===== src/rtl/ea_pkg.sv =====
package ea_pkg;

  typedef enum logic [3:0] {
    AM_IMM   = 4'd0,
    AM_DIR   = 4'd1,
    AM_IND   = 4'd2,
    AM_REG   = 4'd3,
    AM_RIND  = 4'd4,
    AM_DISP  = 4'd5,
    AM_PCREL = 4'd6,
    AM_IDX   = 4'd7,
    AM_PRE   = 4'd8,
    AM_POST  = 4'd9
  } amode_e;

  typedef enum logic [1:0] {
    ST_IDLE = 2'd0,
    ST_CALC = 2'd1,
    ST_WALK = 2'd2,
    ST_FIN  = 2'd3
  } ea_state_e;

  // Modes whose result comes from the read port.
  function automatic logic mode_walks(input amode_e m);
    return (m == AM_IND) || (m == AM_PRE) || (m == AM_POST);
  endfunction

endpackage


===== src/rtl/ea_calc.sv =====
module ea_calc
  import ea_pkg::*;
#(
  parameter int AW = 16,
  parameter int DW = 2
) (
  input  amode_e          mode_i,
  input  logic [AW-1:0]   a_i,
  input  logic [AW-1:0]   pc_i,
  input  logic [AW-1:0]   rval_i,
  input  logic [DW-1:0]   depth_m1_i,
  output logic            walk_o,
  output logic [AW-1:0]   ptr_o,
  output logic [DW-1:0]   levels_m1_o,
  output logic            post_add_o,
  output logic [AW-1:0]   res_o,
  output logic            wb_o,
  output logic [AW-1:0]   wb_val_o
);

  // Modular address addition, kept apart so that every adder shares it.
  function automatic logic [AW-1:0] add_wrap(input logic [AW-1:0] x,
                                             input logic [AW-1:0] y);
    return x + y;
  endfunction

  function automatic logic [AW-1:0] bump(input logic [AW-1:0] x);
    return x + AW'(1);
  endfunction

  always_comb begin
    walk_o      = mode_walks(mode_i);
    ptr_o       = a_i;
    levels_m1_o = '0;
    post_add_o  = 1'b0;
    res_o       = a_i;
    wb_o        = 1'b0;
    wb_val_o    = bump(rval_i);
    unique case (mode_i)
      AM_IND:   levels_m1_o = depth_m1_i;
      AM_REG,
      AM_RIND:  res_o = rval_i;
      AM_DISP:  res_o = add_wrap(a_i, rval_i);
      AM_PCREL: res_o = add_wrap(a_i, pc_i);
      AM_IDX: begin
        res_o = add_wrap(a_i, rval_i);
        wb_o  = 1'b1;
      end
      AM_PRE:   ptr_o = add_wrap(a_i, rval_i);
      AM_POST:  post_add_o = 1'b1;
      default:  res_o = a_i;
    endcase
  end

endmodule


===== src/rtl/ea_walker.sv =====
module ea_walker #(
  parameter int AW   = 16,
  parameter int DW   = 2,
  parameter int CW   = 3,
  parameter int MAXD = 4
) (
  input  logic            clk,
  input  logic            rst_n,
  input  logic            clear_i,
  input  logic            launch_i,
  input  logic [AW-1:0]   ptr_i,
  input  logic [DW-1:0]   levels_m1_i,
  input  logic            post_add_i,
  input  logic [AW-1:0]   index_i,
  output logic            mem_req_o,
  output logic [AW-1:0]   mem_addr_o,
  input  logic            mem_rvalid_i,
  input  logic [AW-1:0]   mem_rdata_i,
  output logic            fin_o,
  output logic [AW-1:0]   fin_val_o,
  output logic [CW-1:0]   count_o
);

  logic            busy_q;
  logic [AW-1:0]   ptr_q;
  logic [DW-1:0]   left_q;
  logic            post_q;
  logic [AW-1:0]   idx_q;
  logic [CW-1:0]   count_q;

  // Named events for the checks below.
  logic rsp_take;
  logic last_level;

  assign rsp_take   = busy_q && mem_rvalid_i;
  assign last_level = (left_q == '0);
  assign fin_o      = rsp_take && last_level;
  assign fin_val_o  = post_q ? (mem_rdata_i + idx_q) : mem_rdata_i;

  assign mem_req_o  = busy_q;
  assign mem_addr_o = ptr_q;
  assign count_o    = count_q;

  always_ff @(posedge clk or negedge rst_n) begin
    if (!rst_n) begin
      busy_q  <= 1'b0;
      ptr_q   <= '0;
      left_q  <= '0;
      post_q  <= 1'b0;
      idx_q   <= '0;
      count_q <= '0;
    end else begin
      if (clear_i) begin
        count_q <= '0;
      end
      if (launch_i) begin
        busy_q <= 1'b1;
        ptr_q  <= ptr_i;
        left_q <= levels_m1_i;
        post_q <= post_add_i;
        idx_q  <= index_i;
      end else if (rsp_take) begin
        count_q <= count_q + CW'(1);
        if (last_level) begin
          busy_q <= 1'b0;
        end else begin
          ptr_q  <= mem_rdata_i;
          left_q <= left_q - DW'(1);
        end
      end
    end
  end

  // a waiting request keeps its address.
  p_req_hold_r8: assert property (@(posedge clk) disable iff (!rst_n)
    (mem_req_o && !mem_rvalid_i) |=> (mem_req_o && $stable(mem_addr_o)));

  // never more reads than the deepest chain.
  p_count_bound_r3: assert property (@(posedge clk) disable iff (!rst_n)
    count_o <= CW'(MAXD));

  // a response on an inner level leads to the next read.
  p_chain_next_r3: assert property (@(posedge clk) disable iff (!rst_n)
    (rsp_take && !last_level) |=> (mem_req_o && mem_addr_o == $past(mem_rdata_i)));

endmodule


===== src/rtl/ea_unit.sv =====
module ea_unit
  import ea_pkg::*;
#(
  parameter int AW   = 16,
  parameter int NREG = 8,
  parameter int MAXD = 4,
  localparam int RIW = $clog2(NREG),
  localparam int DW  = (MAXD > 1) ? $clog2(MAXD) : 1,
  localparam int CW  = $clog2(MAXD + 1)
) (
  input  logic            clk,
  input  logic            rst_n,
  input  logic            start,
  input  logic [3:0]      mode,
  input  logic [AW-1:0]   addr_a,
  input  logic [RIW-1:0]  reg_sel,
  input  logic [AW-1:0]   pc,
  input  logic [DW-1:0]   depth_m1,
  output logic [RIW-1:0]  rf_sel,
  input  logic [AW-1:0]   rf_rdata,
  output logic            rf_we,
  output logic [AW-1:0]   rf_wdata,
  output logic            mem_req,
  output logic [AW-1:0]   mem_addr,
  input  logic            mem_rvalid,
  input  logic [AW-1:0]   mem_rdata,
  output logic            done,
  output logic [AW-1:0]   result,
  output logic [CW-1:0]   mem_count
);

  ea_state_e      state_q;
  amode_e         mode_q;
  logic [AW-1:0]  a_q;
  logic [AW-1:0]  pc_q;
  logic [RIW-1:0] r_q;
  logic [DW-1:0]  depth_q;
  logic [AW-1:0]  result_q;

  // Named events.
  logic accept;
  logic in_calc;
  logic launch;
  logic walk_fin;

  logic            c_walk;
  logic [AW-1:0]   c_ptr;
  logic [DW-1:0]   c_lev;
  logic            c_post;
  logic [AW-1:0]   c_res;
  logic            c_wb;
  logic [AW-1:0]   c_wbv;
  logic [AW-1:0]   w_val;

  assign accept  = (state_q == ST_IDLE) && start;
  assign in_calc = (state_q == ST_CALC);
  assign launch  = in_calc && c_walk;

  ea_calc #(.AW(AW), .DW(DW)) i_calc (
    .mode_i      (mode_q),
    .a_i         (a_q),
    .pc_i        (pc_q),
    .rval_i      (rf_rdata),
    .depth_m1_i  (depth_q),
    .walk_o      (c_walk),
    .ptr_o       (c_ptr),
    .levels_m1_o (c_lev),
    .post_add_o  (c_post),
    .res_o       (c_res),
    .wb_o        (c_wb),
    .wb_val_o    (c_wbv)
  );

  ea_walker #(.AW(AW), .DW(DW), .CW(CW), .MAXD(MAXD)) i_walk (
    .clk          (clk),
    .rst_n        (rst_n),
    .clear_i      (accept),
    .launch_i     (launch),
    .ptr_i        (c_ptr),
    .levels_m1_i  (c_lev),
    .post_add_i   (c_post),
    .index_i      (rf_rdata),
    .mem_req_o    (mem_req),
    .mem_addr_o   (mem_addr),
    .mem_rvalid_i (mem_rvalid),
    .mem_rdata_i  (mem_rdata),
    .fin_o        (walk_fin),
    .fin_val_o    (w_val),
    .count_o      (mem_count)
  );

  always_ff @(posedge clk or negedge rst_n) begin
    if (!rst_n) begin
      state_q  <= ST_IDLE;
      mode_q   <= AM_IMM;
      a_q      <= '0;
      pc_q     <= '0;
      r_q      <= '0;
      depth_q  <= '0;
      result_q <= '0;
    end else begin
      unique case (state_q)
        ST_IDLE: if (start) begin
          mode_q  <= amode_e'(mode);
          a_q     <= addr_a;
          pc_q    <= pc;
          r_q     <= reg_sel;
          depth_q <= depth_m1;
          state_q <= ST_CALC;
        end
        ST_CALC: begin
          if (c_walk) begin
            state_q <= ST_WALK;
          end else begin
            result_q <= c_res;
            state_q  <= ST_FIN;
          end
        end
        ST_WALK: if (walk_fin) begin
          result_q <= w_val;
          state_q  <= ST_FIN;
        end
        default: state_q <= ST_IDLE;
      endcase
    end
  end

  assign rf_sel   = r_q;
  assign rf_we    = in_calc && c_wb;
  assign rf_wdata = c_wbv;
  assign done     = (state_q == ST_FIN);
  assign result   = result_q;

  // done lasts one cycle.
  p_done_pulse_r9: assert property (@(posedge clk) disable iff (!rst_n)
    done |=> !done);

  // the last response is followed by done.
  p_last_then_done_r9: assert property (@(posedge clk) disable iff (!rst_n)
    walk_fin |=> done);

  // only the indexed mode writes the register file.
  p_wb_mode_r6: assert property (@(posedge clk) disable iff (!rst_n)
    rf_we |-> (mode_q == AM_IDX));

  // immediate mode costs no read.
  p_no_read_imm_r1: assert property (@(posedge clk) disable iff (!rst_n)
    (done && mode_q == AM_IMM) |-> (mem_count == '0));

  // no read is outstanding while idle.
  p_idle_quiet_r10: assert property (@(posedge clk) disable iff (!rst_n)
    (state_q == ST_IDLE) |-> !mem_req);

endmodule


===== config.mk =====
export PLATFORM = sky130hd
export DESIGN_NAME = ea_unit
export DESIGN_NICKNAME = d
export VERILOG_FILES = /design/src/rtl/ea_pkg.sv /design/src/rtl/ea_calc.sv /design/src/rtl/ea_walker.sv /design/src/rtl/ea_unit.sv
export SDC_FILE = /design/constraint.sdc
export NUM_CORES = 1
export LEC_CHECK = 0
export ABC_AREA = 1
export BUFFER_PORTS_ARGS = -buffer_cell sky130_fd_sc_hd__buf_2
export CORE_UTILIZATION = 52
export CTS_CLUSTER_DIAMETER = 80
export DETAILED_ROUTE_END_ITERATION = 8
export HOLD_SLACK_MARGIN = 0.15
export PLACE_DENSITY = 0.79
export SYNTH_ARGS = -nofsm -noshare
export SYNTH_HDL_FRONTEND = slang
export SYNTH_SLANG_ARGS = --single-unit

===== constraint.sdc =====
create_clock -name clk -period 1.85 [get_ports clk]
set_input_delay 0.185 -clock clk [delete_from_list [all_inputs] [get_ports clk]]
set_output_delay 0.185 -clock clk [all_outputs]
set_load 0.1 [all_outputs]

==> reports/metrics.cfg, run 1 <==
[routing]
wl_per_cell_um=19.73
drt_iter0_markers=1068
wirelength_um=31940
first_pass_iters=6
vias=9556
drc_errors=0
ant_nets=0
avgViaCountPerCell=5.902

[finish]
syn_to_final_growth_pct=54.08
fill_cells=862
fin_util=0.8239
layout-drive-gt1-share=0.3979
insertedDiodeCount=0
nets=1562

[logic_synthesis]
netlist_top_cells_count=nand2_1, inv_1, a21oi_1, dfrtp_1, nand3_1
async_flop_share=1.000
synth_top_area_cell=dfrtp_1
synth_nets=1232
yosys_warnings=0
syn_inst=1100
yosysUniqueCellTypes=48
synth_edf_count=0
netlist_area_mm2=0.007801
synth_most_common_cell=nand2_1
avgSynthCellArea_um2=7.092
synth_top_area_share=0.3144
synth.ff_latch_count=98
seq_area_frac_synth=0.3144
synthTopCellsByArea=dfrtp_1, nand2_1, ha_1
synth-main-ff-cell=dfrtp_1

[setup_path]
crit_slowest_cell=dfrtp_2
rr_worst_depth=11
path_max_fanout=4
cp.required_ns=2.11
r2r-start=a_q[0]
path_buf_inv=0
path_class=reg -> reg
critPathLaunch=a_q[0]
arrival_ns=2.40
cp-start-kind=flip-flop
worst-path-stages=11
crit_chain=ha_4, fa_2, nand2_2, nand3_4, or2_1, nand3_1, nand3_2, a21oi_2, nand2_1, nand2_1, nand2_1
crit_top_cell=nand2_1
slowest_delay_ns=0.45
path_delay_family=simple AND/OR/NAND/NOR gates
cp-end-kind=flip-flop

[sta]
worst_slack_ns=-0.2884
timing.final.max_slew_violations=0
clock.fmax_mhz=467.6
tightest_slew_ns=0.5174
whs_ns=0.1717
hold_viol_final=0
rsz0062_at_grt=true
worst_clock_skew_ns=0.009498
setup_tns_ns=-3.975
period_share=1.156
period_needed_ns=2.138
setup_violations=25
slew_headroom=0.6575

[floorplanning]
fp.dieW_um=124.5
fp.coreArea_mm2=0.01459
dieArea_mm2=0.01550
num_rows=44
start_util=0.5347
ios=134
die_h_um=124.5

[placement]
portBuffers=133
gp_routability_congestion=0.9524
hpwlAfterDp_um=19920

[status]
violations=negative setup slack
status=finished with violations

[grt]
grtUsageTotal=0.3838
grtUsageMet2=0.6558
antenna_found_initial=0
grt_pass1_wl_um=46620
top_usage_layer=met2
grt_use_met1=0.4943
grt_pass1_vias=8955
grtUsageMet3=0.05928
grt_max_degree=51
overflow=0

[power]
p_leak_nw=5.905
powerDensity_mw_per_mm2=2166
peakVddDrop_uv=1439

[flow_run]
maxCapViolations=0

[clocking]
cts_buffers=9
h-tree-depth=3
path_clk_slew_ns=0.07
cts_root_buf=clkbuf_16
cts.sinks=98
clk_latency_ns=0.37
cts_max_path_buffers=2
cts_tree=built

[min_path]
whs_path_depth=3
hold_path.class=in -> reg
min-delay-start=mem_rdata[2]

==> final cells by class <==
cell class / instances / area [µm²] / area share
Inverter: 141 / 539.3 / 0.04486
Sequential cell: 98 / 2465 / 0.2051
Clock inverter: 5 / 62.56 / 0.005205
Multi-Input combinational cell: 832 / 5731 / 0.4767
Clock buffer: 11 / 232.7 / 0.01936
Timing Repair Buffer: 348 / 2760 / 0.2296
Tap cell: 184 / 230.2 / 0.01915
==> state kept, by name (all words and copies together), names as in the netlist <==
signal,count
i_walk.left_q,2
pc_q,16
i_walk.mem_req_o,1
i_walk.count_o,3
depth_q,2
result,16
state_q,2
rf_sel,3
i_walk.mem_addr_o,16
a_q,16
i_walk.idx_q,16
mode_q,4
i_walk.post_q,1
==> final timing paths <==
kind,to,slack [ns]
worst min-delay path,i_walk.mem_addr_o[2],0.17
worst min register to register,result[0],0.48
worst max register to register,result[6],-0.29
max in group asynchronous,a_q[0],0.92
min in group asynchronous,result[14],0.31
worst max-delay path,result[6],-0.29
==> cell families (layout without fill, tap and decap cells) <==
family | Yosys count | after routing | share of synthesized area
AO/OA/AOI/OAI | 209 | 209 | 0.1508
XOR/XNOR | 26 | 26 | 0.02919
adder cells (fa/ha/maj) | 55 | 55 | 0.09110
AND/OR/NAND/NOR | 518 | 518 | 0.2898
flip-flops | 98 | 98 | 0.3144
multiplexers | 24 | 24 | 0.03464
buffers and inverters | 170 | 505 | 0.09013
==> power breakdown <==
| group | internal, mW | total (mW) | switching, mW | leakage [nW] |
|---|---|---|---|---|
| clock | 1.06 | 1.98 | 0.917 | 0.137 |
| sequential | 3.25 | 4.42 | 1.17 | 1.12 |
| combinational | 7.34 | 19.6 | 12.3 | 4.65 |
| total | 11.6 | 26.0 | 14.4 | 5.90 |
==> layer usage <==
layer,vias to the layer above,share of wire
met5,-,0
li1,4273,-
met1,4484,0.38
met3,147,0.093
met2,652,0.48
met4,0,0.042
==> per-stage QoR <==
stage                     total power [mW]  instances  cell area, µm²  setup WS (ns)
final                                26.03       1619           12020        -0.2884
after global routing                 27.34       1619           12020        -0.3734
after CTS                            23.79       1603           11620        -0.1442
after detailed placement             19.93       1530           10060        -0.2412
after global placement               19.57       1530           10060        -0.1921
after floorplan                      14.89       1100            8001        -0.3287
==> worst register-to-register path, delay by kind of cell, from the launching register on <==
kind                       cells  cell delay [ns]
adders and majority gates      2             0.63
AOI/OAI and AO/OA              1             0.12
and+or+nand+nor                8             0.83
DFF                            1             0.45
==> timing repair <==
item,in CTS,in global routing
hold buffers,42,0
buffers inserted,16,18
endpoints found under the setup margin,32,37
pin swaps,58,42
hold endpoints to repair,94,0
resized for setup,143,75
==> cells in the final DEF, fill, tap and decap left out, types with 24 or more instances in the layout <==
cell	netlist	layout
nand3_1	90	60
dlygate4sd3_1	0	42
buf_2	9	114
nor2_1	83	78
dfrtp_1	98	88
ha_4	0	27
a21oi_1	118	98
mux2_2	24	24
o21ai_0	46	37
nand3_2	6	30
buf_4	3	157
nand2_2	5	42
a21oi_2	5	24
inv_1	126	118
nand2_1	292	251
Power figures use the tool's default switching activity.
==> run 2: changes to the inputs <==
- ABC_AREA: 1 -> default
- CORE_UTILIZATION: 52 -> 51
- PLACE_DENSITY: 0.79 -> 0.78
==> run 2 against run 1 <==
  * The flow finishes with violations (design-rule violations, negative setup slack)
  * Hold slack better by 0.0066 ns
  * Register-to-register slack worse by 0.62 ns
  * Final area down 0.82%
  * Count of clock-buffer cells in the layout up 1
  * Global-route usage down 0.57 points
  * Synthesized cell count down 25%
  * Critical path type unchanged
==> reports/metrics.cfg, run 2 <==
[floorplanning]
dieArea_mm2=0.01459  ; was 0.01550 mm²
start_util=0.5206  ; was 0.5347
num_rows=43  ; was 44
fp.dieW_um=120.8  ; was 124.5 µm
ios=134  ; unchanged
die_h_um=120.8  ; was 124.5 µm
fp.coreArea_mm2=0.01383  ; was 0.01459 mm²

[sta]
worst_slack_ns=-0.9115  ; was -0.2884 ns
hold_viol_final=0  ; unchanged
tightest_slew_ns=0.6311  ; was 0.5174 ns
period_share=1.493  ; was 1.156
worst_clock_skew_ns=0.006260  ; was 0.009498 ns
timing.final.max_slew_violations=0  ; unchanged
slew_headroom=0.5793  ; was 0.6575
period_needed_ns=2.762  ; was 2.138 ns
rsz0062_at_grt=true  ; unchanged
clock.fmax_mhz=362.1  ; was 467.6 MHz
setup_violations=34  ; was 25

[clocking]
path_clk_slew_ns=0.07  ; about the same
cts_max_path_buffers=2  ; unchanged
cts_tree=built  ; unchanged
cts_root_buf=clkbuf_16  ; unchanged
clk_latency_ns=0.36  ; was 0.37 ns
cts_buffers=9  ; unchanged
cts.sinks=98  ; unchanged
h-tree-depth=3  ; unchanged

[logic_synthesis]
seq_area_frac_synth=0.3407  ; was 0.3144
avgSynthCellArea_um2=8.725  ; was 7.092 µm²
synth_edf_count=0  ; unchanged
synth-main-ff-cell=dfrtp_1  ; unchanged
async_flop_share=1.000  ; unchanged
yosys_warnings=0  ; unchanged
netlist_top_cells_count=nand2_1, dfrtp_1, ha_1, a21oi_1, mux2_2  ; was nand2_1, inv_1, a21oi_1, dfrtp_1, nand3_1
syn_inst=825  ; was 1,100
synthTopCellsByArea=dfrtp_1, ha_1, mux2_2  ; was dfrtp_1, nand2_1, ha_1
synth_nets=957  ; was 1,232
yosysUniqueCellTypes=66  ; was 48
synth_top_area_cell=dfrtp_1  ; unchanged
synth.ff_latch_count=98  ; unchanged
netlist_area_mm2=0.007198  ; was 0.007801 mm²
synth_top_area_share=0.3407  ; was 0.3144
synth_most_common_cell=nand2_1  ; unchanged

[grt]
grt_max_degree=45  ; was 51
antenna_found_initial=1  ; was 0
overflow=0  ; unchanged
grt_pass1_vias=8105  ; was 8,955
grtUsageTotal=0.3781  ; was 0.3838
grt_pass1_wl_um=42140  ; was 46,620 µm

[status]
status=finished with violations  ; unchanged
violations=design-rule violations, negative setup slack  ; was negative setup slack

[routing]
avgViaCountPerCell=6.574  ; was 5.902
drt_iter0_markers=1416  ; was 1,068
first_pass_iters=9  ; was 6
drc_errors=18  ; was 0
vias=9158  ; was 9,556
wl_per_cell_um=24.57  ; was 19.73 µm
wirelength_um=34220  ; was 31,940 µm
ant_nets=0  ; unchanged

[finish]
most-common-layout-cells=buf_4, nand2_1, buf_2  ; was nand2_1, buf_4, inv_1
layout-drive-gt1-share=0.4934  ; was 0.3979
multi_input_area_mm2=0.005599  ; was 0.005731 mm²
final_common_cell=buf_4  ; was nand2_1
fin_area_mm2=0.01192  ; was 0.01202 mm²
fill_cells=642  ; was 862
nets=1340  ; was 1,562
seqCellArea_mm2=0.002467  ; was 0.002465 mm²
fin_util=0.8622  ; was 0.8239
syn_to_final_growth_pct=65.62  ; was 54.08%

[setup_path]
rr_endpoint=result[10]  ; was result[6]
r2r-start=a_q[5]  ; was a_q[0]
path_max_fanout=4  ; unchanged
arrival_ns=2.99  ; was 2.40 ns
cp-end-kind=flip-flop  ; unchanged
crit_slowest_cell=o2111ai_2  ; was dfrtp_2
critPathLaunch=a_q[5]  ; was a_q[0]
slowest_delay_ns=0.46  ; was 0.45 ns
path_class=reg -> reg  ; unchanged
cp-start-kind=flip-flop  ; unchanged
cp.required_ns=2.08  ; was 2.11 ns
r2r_setup_slack_ns=-0.91  ; was -0.29 ns
crit_chain=buf_6, ha_4, buf_4, and2_1, o2111ai_2, nand3_2, a21oi_2, xnor2_2, a221oi_1, or2_2, o311ai_1  ; was ha_4, fa_2, nand2_2, nand3_4, or2_1, nand3_1, nand3_2, a21oi_2, nand2_1, nand2_1, nand2_1
rr_worst_depth=11  ; unchanged

[placement]
post-place-ws_ns=-0.6520  ; was -0.2412 ns
portBuffers=133  ; unchanged
hpwlAfterDp_um=18930  ; was 19,920 µm
gp_routability_congestion=0.9147  ; was 0.9524
place_area_mm2=0.01006  ; about the same

[min_path]
whs_path_depth=3  ; unchanged
min_to=i_walk.idx_q[15]  ; was i_walk.mem_addr_o[2]
min-delay-start=rf_rdata[15]  ; was mem_rdata[2]
hold_path.class=in -> reg  ; unchanged

[flow_run]
maxCapViolations=0  ; unchanged

-- run 2: cell count changes after synthesis, sizes merged, moves of 25 or more --
cell	before	now
nor2	90	43
nand2	298	137
xnor2	6	31
nand3	96	31
inv	139	30
a21oi	123	48
-- run 2: worst max path at each step --
stage                        endpoint  slack (ns)  cells past startpoint
after floorplan           rf_wdata[6]       -0.41                      3
after global placement     result[14]       -0.61                     11
after detailed placement   result[14]       -0.65                     11
after CTS                  result[14]       -0.55                     11
after global routing       result[10]       -0.96                     11
final                      result[10]       -0.91                     11
-- run 2: kinds of logic after synthesis --
family	synth area share
fa+ha+maj	0.09873
simple gates	0.1764
compound gates	0.2018
buf+inv	0.03546
flops	0.3407
mux	0.08604
xor+xnor	0.06084
-- run 2: area by class of cell --
cell class | instances | share of cell area
multi-input cells | 660 | 0.4697
repair buffers | 409 | 0.2727
flip-flops and latches | 98 | 0.2070
clock buffers | 12 | 0.02068
well taps | 180 | 0.01889
inverters | 30 | 0.009446
clock inverters | 3 | 0.001469
diodes | 1 | 0.0002099
-- run 2: metrics by stage --
step | TNS (ns) | hold WS, ns | std cells
floorplan | -5.169 | -0.1106 | 825
global placement | -10.16 | 0.1086 | 1290
detailed placement | -11.81 | 0.1121 | 1290
CTS | -9.530 | 0.1694 | 1364
global route | -16.52 | 0.1849 | 1393
finish | -15.27 | 0.1783 | 1393
-- run 2: critical path: cells and delay by family, from the launching register on --
| kind | cells | cell delay, ns |
|---|---|---|
| flip-flops | 1 | 0.43 |
| adder cells (fa/ha/maj) | 1 | 0.26 |
| buffers and inverters | 2 | 0.29 |
| AND/OR/NAND/NOR | 3 | 0.47 |
| XOR/XNOR | 1 | 0.11 |
| AO/OA/AOI/OAI | 4 | 1.07 |
-- run 2: per-layer routing --
metal | global-route usage | wire, µm
met1 | 0.4979 | 12030
met2 | 0.6221 | 15280
met3 | 0.07500 | 4054
met4 | 0.1242 | 2863
met5 | 0 | 0
-- run 2: timing repair --
item / CTS / global route
resized for setup: 81 / 105
hold buffers: 44 / 0
setup buffers: 17 / 30
gates cloned: 0 / 0
pin swaps: 66 / 67
endpoints found under the setup margin: 31 / 47
hold endpoints to repair: 142 / 0
Power of run 2 is not shown: default switching activity piles up to over one toggle a cycle in this logic, so the estimate is an artifact.
